===== src/rtl/con_pkg.sv =====
package con_pkg;
    // Processor IO map seen by this block
    localparam logic [15:0] ADDR_CMD  = 16'h8402;
    localparam logic [15:0] ADDR_DIN  = 16'hC000;
    localparam logic [15:0] ADDR_DOUT = 16'h4000;
    localparam logic [15:0] ADDR_NUL0 = 16'hC001;
    localparam logic [15:0] ADDR_NUL1 = 16'h4001;

    typedef enum logic [1:0] {
        ST_IDLE,
        ST_HOLD,
        ST_AWAIT,
        ST_DONE
    } seq_st_t;
endpackage


===== src/rtl/con_regs.sv =====
module con_regs
    import con_pkg::*;
#(
    parameter int DW = 16
) (
    input  logic          clk,
    input  logic          rst_n,
    input  logic          load,
    input  logic [DW-1:0] host_cmd,
    input  logic [DW-1:0] host_opnd,
    input  logic          host_has_opnd,
    input  logic          capture_en,
    input  logic          con_active,
    input  logic [15:0]   io_addr,
    input  logic          io_rd,
    input  logic          io_wr,
    input  logic [DW-1:0] io_wdata,
    output logic [DW-1:0] io_rdata,
    output logic [DW-1:0] cmd_q,
    output logic [DW-1:0] res_q,
    output logic          res_hit
);
    logic [DW-1:0] opnd_q;
    logic          res_we;

    assign res_hit = con_active && io_wr && (io_addr == ADDR_DOUT);
    assign res_we  = res_hit && capture_en;

    always_ff @(posedge clk or negedge rst_n) begin
        if (!rst_n) begin
            cmd_q  <= '0;
            opnd_q <= '0;
            res_q  <= '0;
        end else begin
            if (load) begin
                cmd_q <= host_cmd;
                if (host_has_opnd) opnd_q <= host_opnd;
            end
            if (res_we) res_q <= io_wdata;
        end
    end

    // Read port: side-effect free, the two spare addresses read as zero
    always_comb begin
        io_rdata = '0;
        if (con_active && io_rd) begin
            case (io_addr)
                ADDR_CMD:  io_rdata = cmd_q;
                ADDR_DIN:  io_rdata = opnd_q;
                ADDR_DOUT: io_rdata = res_q;
                ADDR_NUL0: io_rdata = '0;
                ADDR_NUL1: io_rdata = '0;
                default:   io_rdata = '0;
            endcase
        end
    end


    cmd_hold_chk: assert property (@(posedge clk) disable iff (!rst_n)
        !load |=> $stable(cmd_q));

    opnd_hold_chk: assert property (@(posedge clk) disable iff (!rst_n)
        !load |=> $stable(opnd_q));

    res_hold_chk: assert property (@(posedge clk) disable iff (!rst_n)
        !res_we |=> $stable(res_q));
endmodule


===== src/rtl/con_seq.sv =====
module con_seq
    import con_pkg::*;
#(
    parameter int MIN_LOW = 2
) (
    input  logic clk,
    input  logic rst_n,
    input  logic host_valid,
    input  logic is_cont,
    input  logic res_hit,
    output logic host_ready,
    output logic accept,
    output logic capture_en,
    output logic done_valid,
    output logic conreq_n
);
    localparam int            CW   = $clog2(MIN_LOW + 1);
    localparam logic [CW-1:0] LAST = CW'(MIN_LOW - 1);
    localparam logic [CW-1:0] FULL = CW'(MIN_LOW);

    seq_st_t       st_q, st_d;
    logic [CW-1:0] cnt_q, cnt_d;

    // State register
    always_ff @(posedge clk or negedge rst_n) begin
        if (!rst_n) begin
            st_q  <= ST_IDLE;
            cnt_q <= '0;
        end else begin
            st_q  <= st_d;
            cnt_q <= cnt_d;
        end
    end

    // Next-state logic
    always_comb begin
        st_d  = st_q;
        cnt_d = cnt_q;
        unique case (st_q)
            ST_IDLE: begin
                if (host_valid) begin
                    st_d  = ST_HOLD;
                    cnt_d = '0;
                end
            end
            ST_HOLD: begin
                if (cnt_q == LAST) st_d = is_cont ? ST_DONE : ST_AWAIT;
                else               cnt_d = cnt_q + CW'(1);
            end
            ST_AWAIT: begin
                if (res_hit) st_d = ST_DONE;
            end
            ST_DONE: st_d = ST_IDLE;
        endcase
    end

    // Outputs
    always_comb begin
        host_ready = (st_q == ST_IDLE);
        accept     = (st_q == ST_IDLE) && host_valid;
        capture_en = (st_q == ST_AWAIT);
        done_valid = (st_q == ST_DONE);
        conreq_n   = (st_q != ST_HOLD);
    end

    // Independent length count of the low phase, for checking only
    logic [CW-1:0] low_len;
    always_ff @(posedge clk or negedge rst_n) begin
        if (!rst_n)              low_len <= '0;
        else if (conreq_n)       low_len <= '0;
        else if (low_len != FULL) low_len <= low_len + CW'(1);
    end


    low_len_chk: assert property (@(posedge clk) disable iff (!rst_n)
        $rose(conreq_n) |-> (low_len == FULL));

    ready_done_excl_chk: assert property (@(posedge clk) disable iff (!rst_n)
        !(host_ready && done_valid));

    done_single_chk: assert property (@(posedge clk) disable iff (!rst_n)
        done_valid |=> !done_valid);

    cont_done_chk: assert property (@(posedge clk) disable iff (!rst_n)
        ($rose(conreq_n) && is_cont) |-> done_valid);

    accept_fall_chk: assert property (@(posedge clk) disable iff (!rst_n)
        accept |=> !conreq_n);
endmodule


===== src/rtl/con_host_iface.sv =====
module con_host_iface
    import con_pkg::*;
#(
    parameter int            DW        = 16,
    parameter int            MIN_LOW   = 2,
    parameter logic [DW-1:0] CONT_CODE = DW'(7)
) (
    input  logic          clk,
    input  logic          rst_n,
    input  logic          host_valid,
    output logic          host_ready,
    input  logic [DW-1:0] host_cmd,
    input  logic [DW-1:0] host_opnd,
    input  logic          host_has_opnd,
    output logic          done_valid,
    output logic [DW-1:0] done_data,
    input  logic          con_active,
    input  logic [15:0]   io_addr,
    input  logic          io_rd,
    input  logic          io_wr,
    input  logic [DW-1:0] io_wdata,
    output logic [DW-1:0] io_rdata,
    output logic          conreq_n
);
    logic [DW-1:0] cmd_q, res_q;
    logic          accept, capture_en, res_hit, is_cont;

    assign is_cont = (cmd_q == CONT_CODE);

    con_regs #(.DW(DW)) u_regs (
        .clk(clk), .rst_n(rst_n), .load(accept),
        .host_cmd(host_cmd), .host_opnd(host_opnd), .host_has_opnd(host_has_opnd),
        .capture_en(capture_en), .con_active(con_active),
        .io_addr(io_addr), .io_rd(io_rd), .io_wr(io_wr), .io_wdata(io_wdata),
        .io_rdata(io_rdata), .cmd_q(cmd_q), .res_q(res_q), .res_hit(res_hit)
    );

    con_seq #(.MIN_LOW(MIN_LOW)) u_seq (
        .clk(clk), .rst_n(rst_n), .host_valid(host_valid), .is_cont(is_cont),
        .res_hit(res_hit), .host_ready(host_ready), .accept(accept),
        .capture_en(capture_en), .done_valid(done_valid), .conreq_n(conreq_n)
    );

    assign done_data = (done_valid && !is_cont) ? res_q : '0;


    done_data_idle_chk: assert property (@(posedge clk) disable iff (!rst_n)
        !done_valid |-> (done_data == '0));
endmodule


===== config.mk =====
export PLATFORM = sky130hd
export DESIGN_NAME = con_host_iface
export DESIGN_NICKNAME = d
export VERILOG_FILES = /design/src/rtl/con_pkg.sv /design/src/rtl/con_regs.sv /design/src/rtl/con_seq.sv /design/src/rtl/con_host_iface.sv
export SDC_FILE = /design/constraint.sdc
export NUM_CORES = 1
export LEC_CHECK = 0
export ABC_AREA = 1
export BUFFER_PORTS_ARGS = -buffer_cell sky130_fd_sc_hd__buf_2
export CAP_MARGIN = 20
export CORE_MARGIN = 2
export CORE_UTILIZATION = 50
export DETAILED_ROUTE_END_ITERATION = 7
export PLACE_DENSITY_LB_ADDON = 0.12
export SETUP_SLACK_MARGIN = 0.2
export SKIP_LAST_GASP = 1
export SLEW_MARGIN = 0
export SYNTH_ARGS = -nofsm -noshare
export SYNTH_HDL_FRONTEND = slang
export SYNTH_SLANG_ARGS = --single-unit

===== constraint.sdc =====
create_clock -name clk -period 2.4 [get_ports clk]
set_input_delay 0.48 -clock clk [delete_from_list [all_inputs] [get_ports clk]]
set_output_delay 0.48 -clock clk [all_outputs]
set_load 0.02 [all_outputs]

==> flow_metrics.py, run 1 <==
metrics = {
    "power": {
        "intPower_w": 0.00185,
        "seq_power_share_pct": 46.4,
        "p_sw_w": 0.00108,
        "ir_drop_uv": 508,
        "p_leak_nw": 2.15,
        "p_sw_share_pct": 36.9,
        "p_per_area_mw_per_mm2": 724,
        "clkPwrFrac_pct": 21.1,
        "p_comb_share_pct": 32.5,
    },
    "routing": {
        "viasPerCell": 4.92,
        "met3_length_um": 436,
        "highest_layer": "met4",
        "dr.pass1.iters": 4,
        "via_count": 2978,
        "drc": 0,
        "route.met2.wl_um": 4060,
        "post_drt_wl_per_cell_um": 13.6,
        "met1_length_um": 3620,
        "detail-route-antenna-nets": 0,
        "finalWirelength_um": 8250,
        "drtIter0Drc": 242,
    },
    "finish": {
        "layoutNonFillerInstCount": 605,
        "diodes": 0,
        "area_delta_synth_final_pct": 32.3,
        "drive_gt1_share_pct": 33.8,
        "nNetsFinal": 605,
    },
    "timing": {
        "fmax_ghz": 0.451,
        "hold_viol": 0,
        "tightest_slew_ns": 0.663,
        "finalSetupViolations": 0,
        "rsz0062_at_grt": "true",
        "min_period_ns": 2.22,
        "tns_ns": 0,
        "slew_headroom_pct": 55.8,
        "fin_skew_ns": 0.00380,
        "finalCritPeriodShare_pct": 92.4,
        "maxSlewViolCount": 0,
    },
    "worst_hold_path": {
        "hp-start": "host_cmd[9]",
        "hold_path_depth": 3,
        "min_to": "u_regs.cmd_q[9]",
        "hold_class": "in -> reg",
    },
    "global_routing": {
        "grt_max_degree": 35,
        "grt_pass1_vias": 2733,
        "grt_pass1_wl_um": 12600,
        "antenna_found_initial": 0,
        "groute.usage.overall_pct": 24.8,
        "grt-ovfl-total": 0,
    },
    "setup_path": {
        "path_buf_inv": 3,
        "regToRegStartpoint": "u_seq.st_q[0]",
        "crit_path_max_incr_delay_ns": 0.19,
        "path_class": "in -> out",
        "cp.required_ns": 1.92,
        "rrSetupSlack_ns": 0.52,
        "cp_top_family": "simple AND/OR/NAND/NOR gates",
        "r2r_end": "u_regs.opnd_q[3]",
        "cp-end-kind": "output pin",
        "crit_fanout": 6,
        "cpMaxStageDelayCell": "nor2_2",
        "crit_path_cell_trace": "buf_2 -> nor2_4 -> nand2_1 -> nor2_2 -> nand2_2 -> buf_6 -> nor2_1 -> nor2_1 -> nor2_4 -> buf_4",
        "cp.arrival_ns": 1.74,
        "worst_r2r_path_depth": 8,
        "startpoint_type": "input port",
    },
    "logic_synthesis": {
        "yosys.area.top_type": "dfrtp_1",
        "synth_common_cells": "111 x nand2_1, 81 x nor2_1, 52 x dfrtp_1, 52 x nand3_1, 43 x inv_1",
        "synthTopCellsByArea": "dfrtp_1 43%, nand2_1 14%, nor2_1 9.9%, nand3_1 8.5%, inv_1 5.3%",
        "synthFlopType": "dfrtp_1",
        "synthesis.area_mm2": 0.00306,
        "avgSynthCellArea_um2": 7.44,
        "synth_nets": 487,
        "synth_top_area_share_pct": 42.6,
        "netlist_instances": 411,
        "ys_seq_area_share_pct": 42.6,
        "ys.warnings.count": 0,
        "synth.distinct_cells": 25,
        "synth-edff-count": 0,
        "yosysMostFrequentCell": "nand2_1",
        "synth_seq_cells": 52,
        "synthArstFlopShare_pct": 100,
    },
    "die": {
        "ios": 106,
        "start_util_pct": 51.6,
        "fp-row-count": 28,
        "die_w_um": 82.2,
        "coreArea_mm2": 0.00592,
        "die-area_mm2": 0.00675,
        "die_height_um": 82.2,
    },
    "clock_tree": {
        "numCtsBuffers": 5,
        "ctsRootBufferMaster": "clkbuf_8",
        "numClockSinks": 52,
        "insertion_delay_ns": 0.31,
        "ctsHtreeMaxLevel": 2,
        "cts_tree": "done",
        "path_clk_slew_ns": 0.09,
        "clk_path_buf_depth": 2,
    },
    "run_status": {
        "status": "finished clean",
    },
    "flow_run": {
        "maxCapViolations": 0,
    },
    "place": {
        "hpwlAfterDp_um": 6050,
        "io_buffer_count": 105,
        "dpl.cell_count": 587,
        "gp_congestion": 0.899,
    },
}
==> cell usage in the layout (no fill, tap or decap), drive strengths merged <==
master       netlist  layout
o22ai              1       1
bufinv             0       1
a21oi              9       9
nand2            116     117
clkbuf             5       6
nand3             55      55
mux2i              1       1
nand3b             1       1
inv               43      44
clkinv             1       1
buf               11     124
o21ai              6       6
mux2               9       9
clkinvlp           0       1
dfrtp             52      52
nor2              96      96
ha                 5       5
dlygate4sd3        0       1
==> worst max-delay path by stage <==
stage	from	to	slack, ns	cells after the start
3_5_place_dp	io_addr[3]	io_rdata[4]	0.04	10
3_3_place_gp	io_addr[7]	io_rdata[4]	0.09	9
4_1_cts	io_addr[3]	io_rdata[4]	0.14	9
2_1_floorplan	io_addr[7]	io_rdata[0]	0.35	8
6_report	io_addr[8]	io_rdata[5]	0.18	10
5_1_grt	io_addr[8]	io_rdata[1]	0.09	10
==> cells by family (layout without fill, tap and decap cells) <==
logic type / Yosys count / count (layout) / share of synthesized area [%]
buffers and inverters: 60 / 178 / 8.64
DFF: 52 / 52 / 42.6
muxes: 10 / 10 / 3.64
and+or+nand+nor: 268 / 269 / 40.4
adders and majority gates: 5 / 5 / 2.05
AOI/OAI and AO/OA: 16 / 16 / 2.66
==> power by group through the flow <==
stage               Clock (W)  Sequential [W]  Combinational [W]
detailed placement          0         0.00137           0.000924
global route         0.000667         0.00139            0.00110
global placement            0         0.00135           0.000891
CTS                  0.000624         0.00135           0.000941
finish               0.000616         0.00136           0.000951
floorplan                   0         0.00131           0.000679
==> layer usage <==
metal | GRT usage (%) | vias up
met3 | 3.80 | 10
met4 | 8.33 | 0
met2 | 42.3 | 93
li1 | - | 1504
met5 | 0 | -
met1 | 32.1 | 1371
==> cell type report <==
cell class / instances / area [um^2]
flip-flops and latches: 52 / 1300
well taps: 75 / 93.8
clock inverters: 3 / 46.3
multi-input cells: 300 / 1590
clock buffers: 5 / 68.8
repair buffers: 126 / 779
fillers: 507 / 1880
inverters: 44 / 166
==> repair_timing <==
action                                  4_1_cts  5_1_grt
endpoints found under the hold margin         3        0
gates cloned                                  1        1
resized for setup                            24       25
pin swaps                                     4        7
setup buffers                                 1        6
hold buffers                                  1        0
endpoints found under the setup margin       32       32
==> flip-flops by register name, summed over array words and instances (netlist names) <==
name,flops
u_regs.cmd_q,16
u_seq.cnt_q,2
u_seq.st_q,2
u_regs.opnd_q,16
u_regs.res_q,16
==> per-stage QoR <==
step	total power [W]	worst slack, ns	hold WS, ns	utilization (%)	cell area (um^2)
floorplan	0.00199	0.350	0.184	-	3060
global placement	0.00225	0.0876	0.292	62.0	3670
detailed placement	0.00229	0.0400	0.292	62.0	3670
CTS	0.00291	0.143	0.359	65.7	3890
global route	0.00316	0.0922	0.359	68.3	4040
finish	0.00293	0.181	0.360	68.3	4040
==> worst reg2reg max path: cells and delay by family, from the launching register on <==
kind	cells	cell delay, ns
flops	1	0.42
fa+ha+maj	1	0.26
compound gates	1	0.15
simple gates	3	0.52
buf+inv	3	0.43
(Power assumes the default switching activity.)
==> inputs of run 2 (changes only) <==
--- a/config.mk
+++ b/config.mk
@@ -5,11 +5,11 @@
 export SDC_FILE = /design/constraint.sdc
 export NUM_CORES = 1
 export LEC_CHECK = 0
-export ABC_AREA = 1
+export ABC_AREA = 0
 export BUFFER_PORTS_ARGS = -buffer_cell sky130_fd_sc_hd__buf_2
 export CAP_MARGIN = 20
 export CORE_MARGIN = 2
-export CORE_UTILIZATION = 50
+export CORE_UTILIZATION = 49
 export DETAILED_ROUTE_END_ITERATION = 7
 export PLACE_DENSITY_LB_ADDON = 0.12
 export SETUP_SLACK_MARGIN = 0.2
==> run 2 against run 1 <==
Highest routed layer unchanged. Critical path depth shrank 1. Worst hold slack got worse by 0.16 ns. Setup slack worse by 0.33 ns. Final area rose by 3.3%. The run now ends with setup timing left. Largest power group unchanged. Sequential share of layout area down 1.0 points. Utilization grew 8.1 points. Synthesized cell count decreased by 43%. First-iteration DRC count fell by 72%. Register-to-register slack better by 0.03 ns. Sequential power rose by 4%. Combinational power grew 13%. Global-route usage shrank 0.98 points.
==> flow_metrics.py, run 2 <==
metrics = {
    "power": {
        "intPower_w": 0.00208,
        "seq_power_share_pct": 45.3,
        "p_sw_share_pct": 33.4,
        "p_per_area_mw_per_mm2": 749,
        "ir_drop_uv": 632,
        "p_leak_nw": 1.89,
        "p_sw_w": 0.00104,
        "clkPwrFrac_pct": 20.3,
        "p_comb_share_pct": 34.4,
    },
    "routing": {
        "drc": 0,
        "detail-route-antenna-nets": 0,
        "dr.pass1.iters": 4,
        "finalWirelength_um": 7670,
        "highest_layer": "met4",
        "via_count": 2396,
        "met1_length_um": 3240,
        "post_drt_wl_per_cell_um": 17.8,
        "drtIter0Drc": 67,
        "met3_length_um": 361,
        "viasPerCell": 5.57,
        "route.met2.wl_um": 4000,
    },
    "timing": {
        "finalCritPeriodShare_pct": 106,
        "finalWorstSetupSlack_ns": -0.149,
        "fmax_ghz": 0.392,
        "min_period_ns": 2.55,
        "hold_viol": 0,
        "maxSlewViolCount": 0,
        "tightest_slew_ns": 0.699,
        "slew_headroom_pct": 53.4,
        "rsz0062_at_grt": "true",
        "fin_skew_ns": 0.00499,
        "tns_ns": -1.65,
        "finalSetupViolations": 16,
    },
    "clock_tree": {
        "cts_tree": "done",
        "path_clk_slew_ns": 0.10,
        "insertion_delay_ns": 0.31,
        "ctsRootBufferMaster": "clkbuf_8",
        "numClockSinks": 52,
        "clk_path_buf_depth": 2,
        "numCtsBuffers": 5,
        "ctsHtreeMaxLevel": 2,
    },
    "finish": {
        "drive_gt1_share_pct": 65.9,
        "area_delta_synth_final_pct": 51.5,
        "fillCellCount": 387,
        "top_regs": "u_regs.cmd_q (16), u_regs.opnd_q (16), u_regs.res_q (16)",
        "fin_area_mm2": 0.00418,
        "fin_util_pct": 76.4,
        "layout_common_cells": "70 x buf_2, 52 x dfrtp_1, 38 x mux2_2",
        "layout_commonest_cell": "buf_2",
        "diodes": 0,
        "nNetsFinal": 433,
    },
    "logic_synthesis": {
        "synthFlopType": "dfrtp_1",
        "yosys.area.top_type": "dfrtp_1",
        "synthTopCellsByArea": "dfrtp_1 47%, mux2_2 16%, mux2_4 5.4%, a22o_1 5.1%, a22oi_1 4.4%",
        "synth_top_area_share_pct": 47.2,
        "yosysMostFrequentCell": "dfrtp_1",
        "synth_nets": 309,
        "synth_seq_cells": 52,
        "synthArstFlopShare_pct": 100,
        "synthXorXnorAreaFrac_pct": 0,
        "synth-edff-count": 0,
        "ys_seq_area_share_pct": 47.2,
        "synthMuxAreaShare_pct": 21.0,
        "avgSynthCellArea_um2": 11.8,
        "netlist_instances": 233,
        "synth.distinct_cells": 37,
        "synth_compound_area_share_pct": 12.6,
        "ys.warnings.count": 0,
        "synth_top_family_by_area": "multiplexers",
        "synthesis.area_mm2": 0.00276,
        "synth-simple-area-share_pct": 13.7,
        "synth_fa_ha_area_share_pct": 2.27,
        "synth_common_cells": "52 x dfrtp_1, 38 x mux2_2, 18 x nor2_1",
    },
    "die": {
        "die-area_mm2": 0.00624,
        "start_util_pct": 50.4,
        "die_w_um": 79.0,
        "die_height_um": 79.0,
        "coreArea_mm2": 0.00547,
        "fp-row-count": 27,
        "ios": 106,
    },
    "global_routing": {
        "grt_max_degree": 32,
        "antenna_found_initial": 0,
        "grt_pass1_wl_um": 11600,
        "grt_pass1_vias": 2316,
        "groute.usage.overall_pct": 23.8,
        "grt-ovfl-total": 0,
    },
    "setup_path": {
        "crit_fanout": 8,
        "cp.arrival_ns": 2.07,
        "cp.required_ns": 1.92,
        "cp-end-kind": "output pin",
        "path_class": "in -> out",
        "startpoint_type": "input port",
    },
    "run_status": {
        "status": "finished, violations left",
        "violations": "setup timing",
    },
    "place": {
        "gp_congestion": 0.766,
        "hpwlAfterDp_um": 5210,
        "io_buffer_count": 105,
        "dp_worst_setup_slack_ns": -0.101,
        "dpl_cell_area_mm2": 0.00358,
    },
    "worst_hold_path": {
        "hold_class": "in -> async",
    },
    "flow_run": {
        "maxCapViolations": 0,
    },
}
==> run 2: repair_timing <==
item,4_1_cts,5_1_grt
buffers inserted,4,6
gates cloned,1,1
resized for setup,53,47
endpoints found under the setup margin,32,33
hold buffers,0,0
pin swaps,7,25
==> run 2: cell families (layout without fill, tap and decap cells) <==
kind of cell | Yosys count | after routing
and+or+nand+nor | 61 | 61
DFF | 52 | 52
muxes | 48 | 48
AOI/OAI and AO/OA | 46 | 46
buffers and inverters | 21 | 146
adders and majority gates | 5 | 5
==> run 2: final timing paths <==
kind | from | end | slack (ns) | cells past startpoint
worst min-delay path | rst_n | u_regs.opnd_q[11] | 0.20 | 1
worst max-delay path | io_addr[9] | io_rdata[3] | -0.15 | 9
max in group asynchronous | rst_n | u_regs.cmd_q[3] | 1.56 | 2
worst max register to register | u_seq.st_q[0] | u_seq.st_q[0] | 0.55 | 7
worst min register to register | u_regs.opnd_q[2] | u_regs.opnd_q[2] | 0.52 | 1
min in group clk | host_cmd[9] | u_regs.cmd_q[9] | 0.39 | 2
==> run 2: layout make-up <==
class | instances | area [um^2] | area share, %
clock buffers | 5 | 68.8 | 1.65
clock inverters | 3 | 50.0 | 1.20
inverters | 8 | 30.0 | 0.719
multi-input cells | 160 | 1640 | 39.2
flip-flops and latches | 52 | 1300 | 31.1
well taps | 72 | 90.1 | 2.16
repair buffers | 130 | 1000 | 23.9
==> run 2: layer usage <==
layer / up-vias / GRT usage [%]
met5: - / 0
met4: 0 / 4.66
met3: 6 / 4.32
met2: 77 / 39.7
met1: 1186 / 32.8
li1: 1127 / -
==> run 2: metrics by stage <==
stage	total power (W)	hold slack (ns)	std cells
final	0.00313	0.205	430
after global routing	0.00333	0.254	430
after CTS	0.00309	0.214	423
after detailed placement	0.00239	0.498	410
after global placement	0.00233	0.488	410
after floorplan	0.00207	0.184	233
==> run 2: critical path, cell delays in order <==
cell       delay, ns
buf_6           0.10
nor4_4          0.29
nand4_1         0.20
nor4b_4         0.30
buf_4           0.18
clkbuf_16       0.15
a22oi_2         0.07
nor2_1          0.15
buf_4           0.16
==> run 2: power by group through the flow <==
stage                     Sequential [W]  Combinational [W]  Clock, W
after floorplan                  0.00135           0.000721         0
after global placement           0.00140           0.000921         0
after detailed placement         0.00142           0.000963         0
after CTS                        0.00141            0.00103  0.000647
after global routing             0.00146            0.00119  0.000689
final                            0.00142            0.00107  0.000636
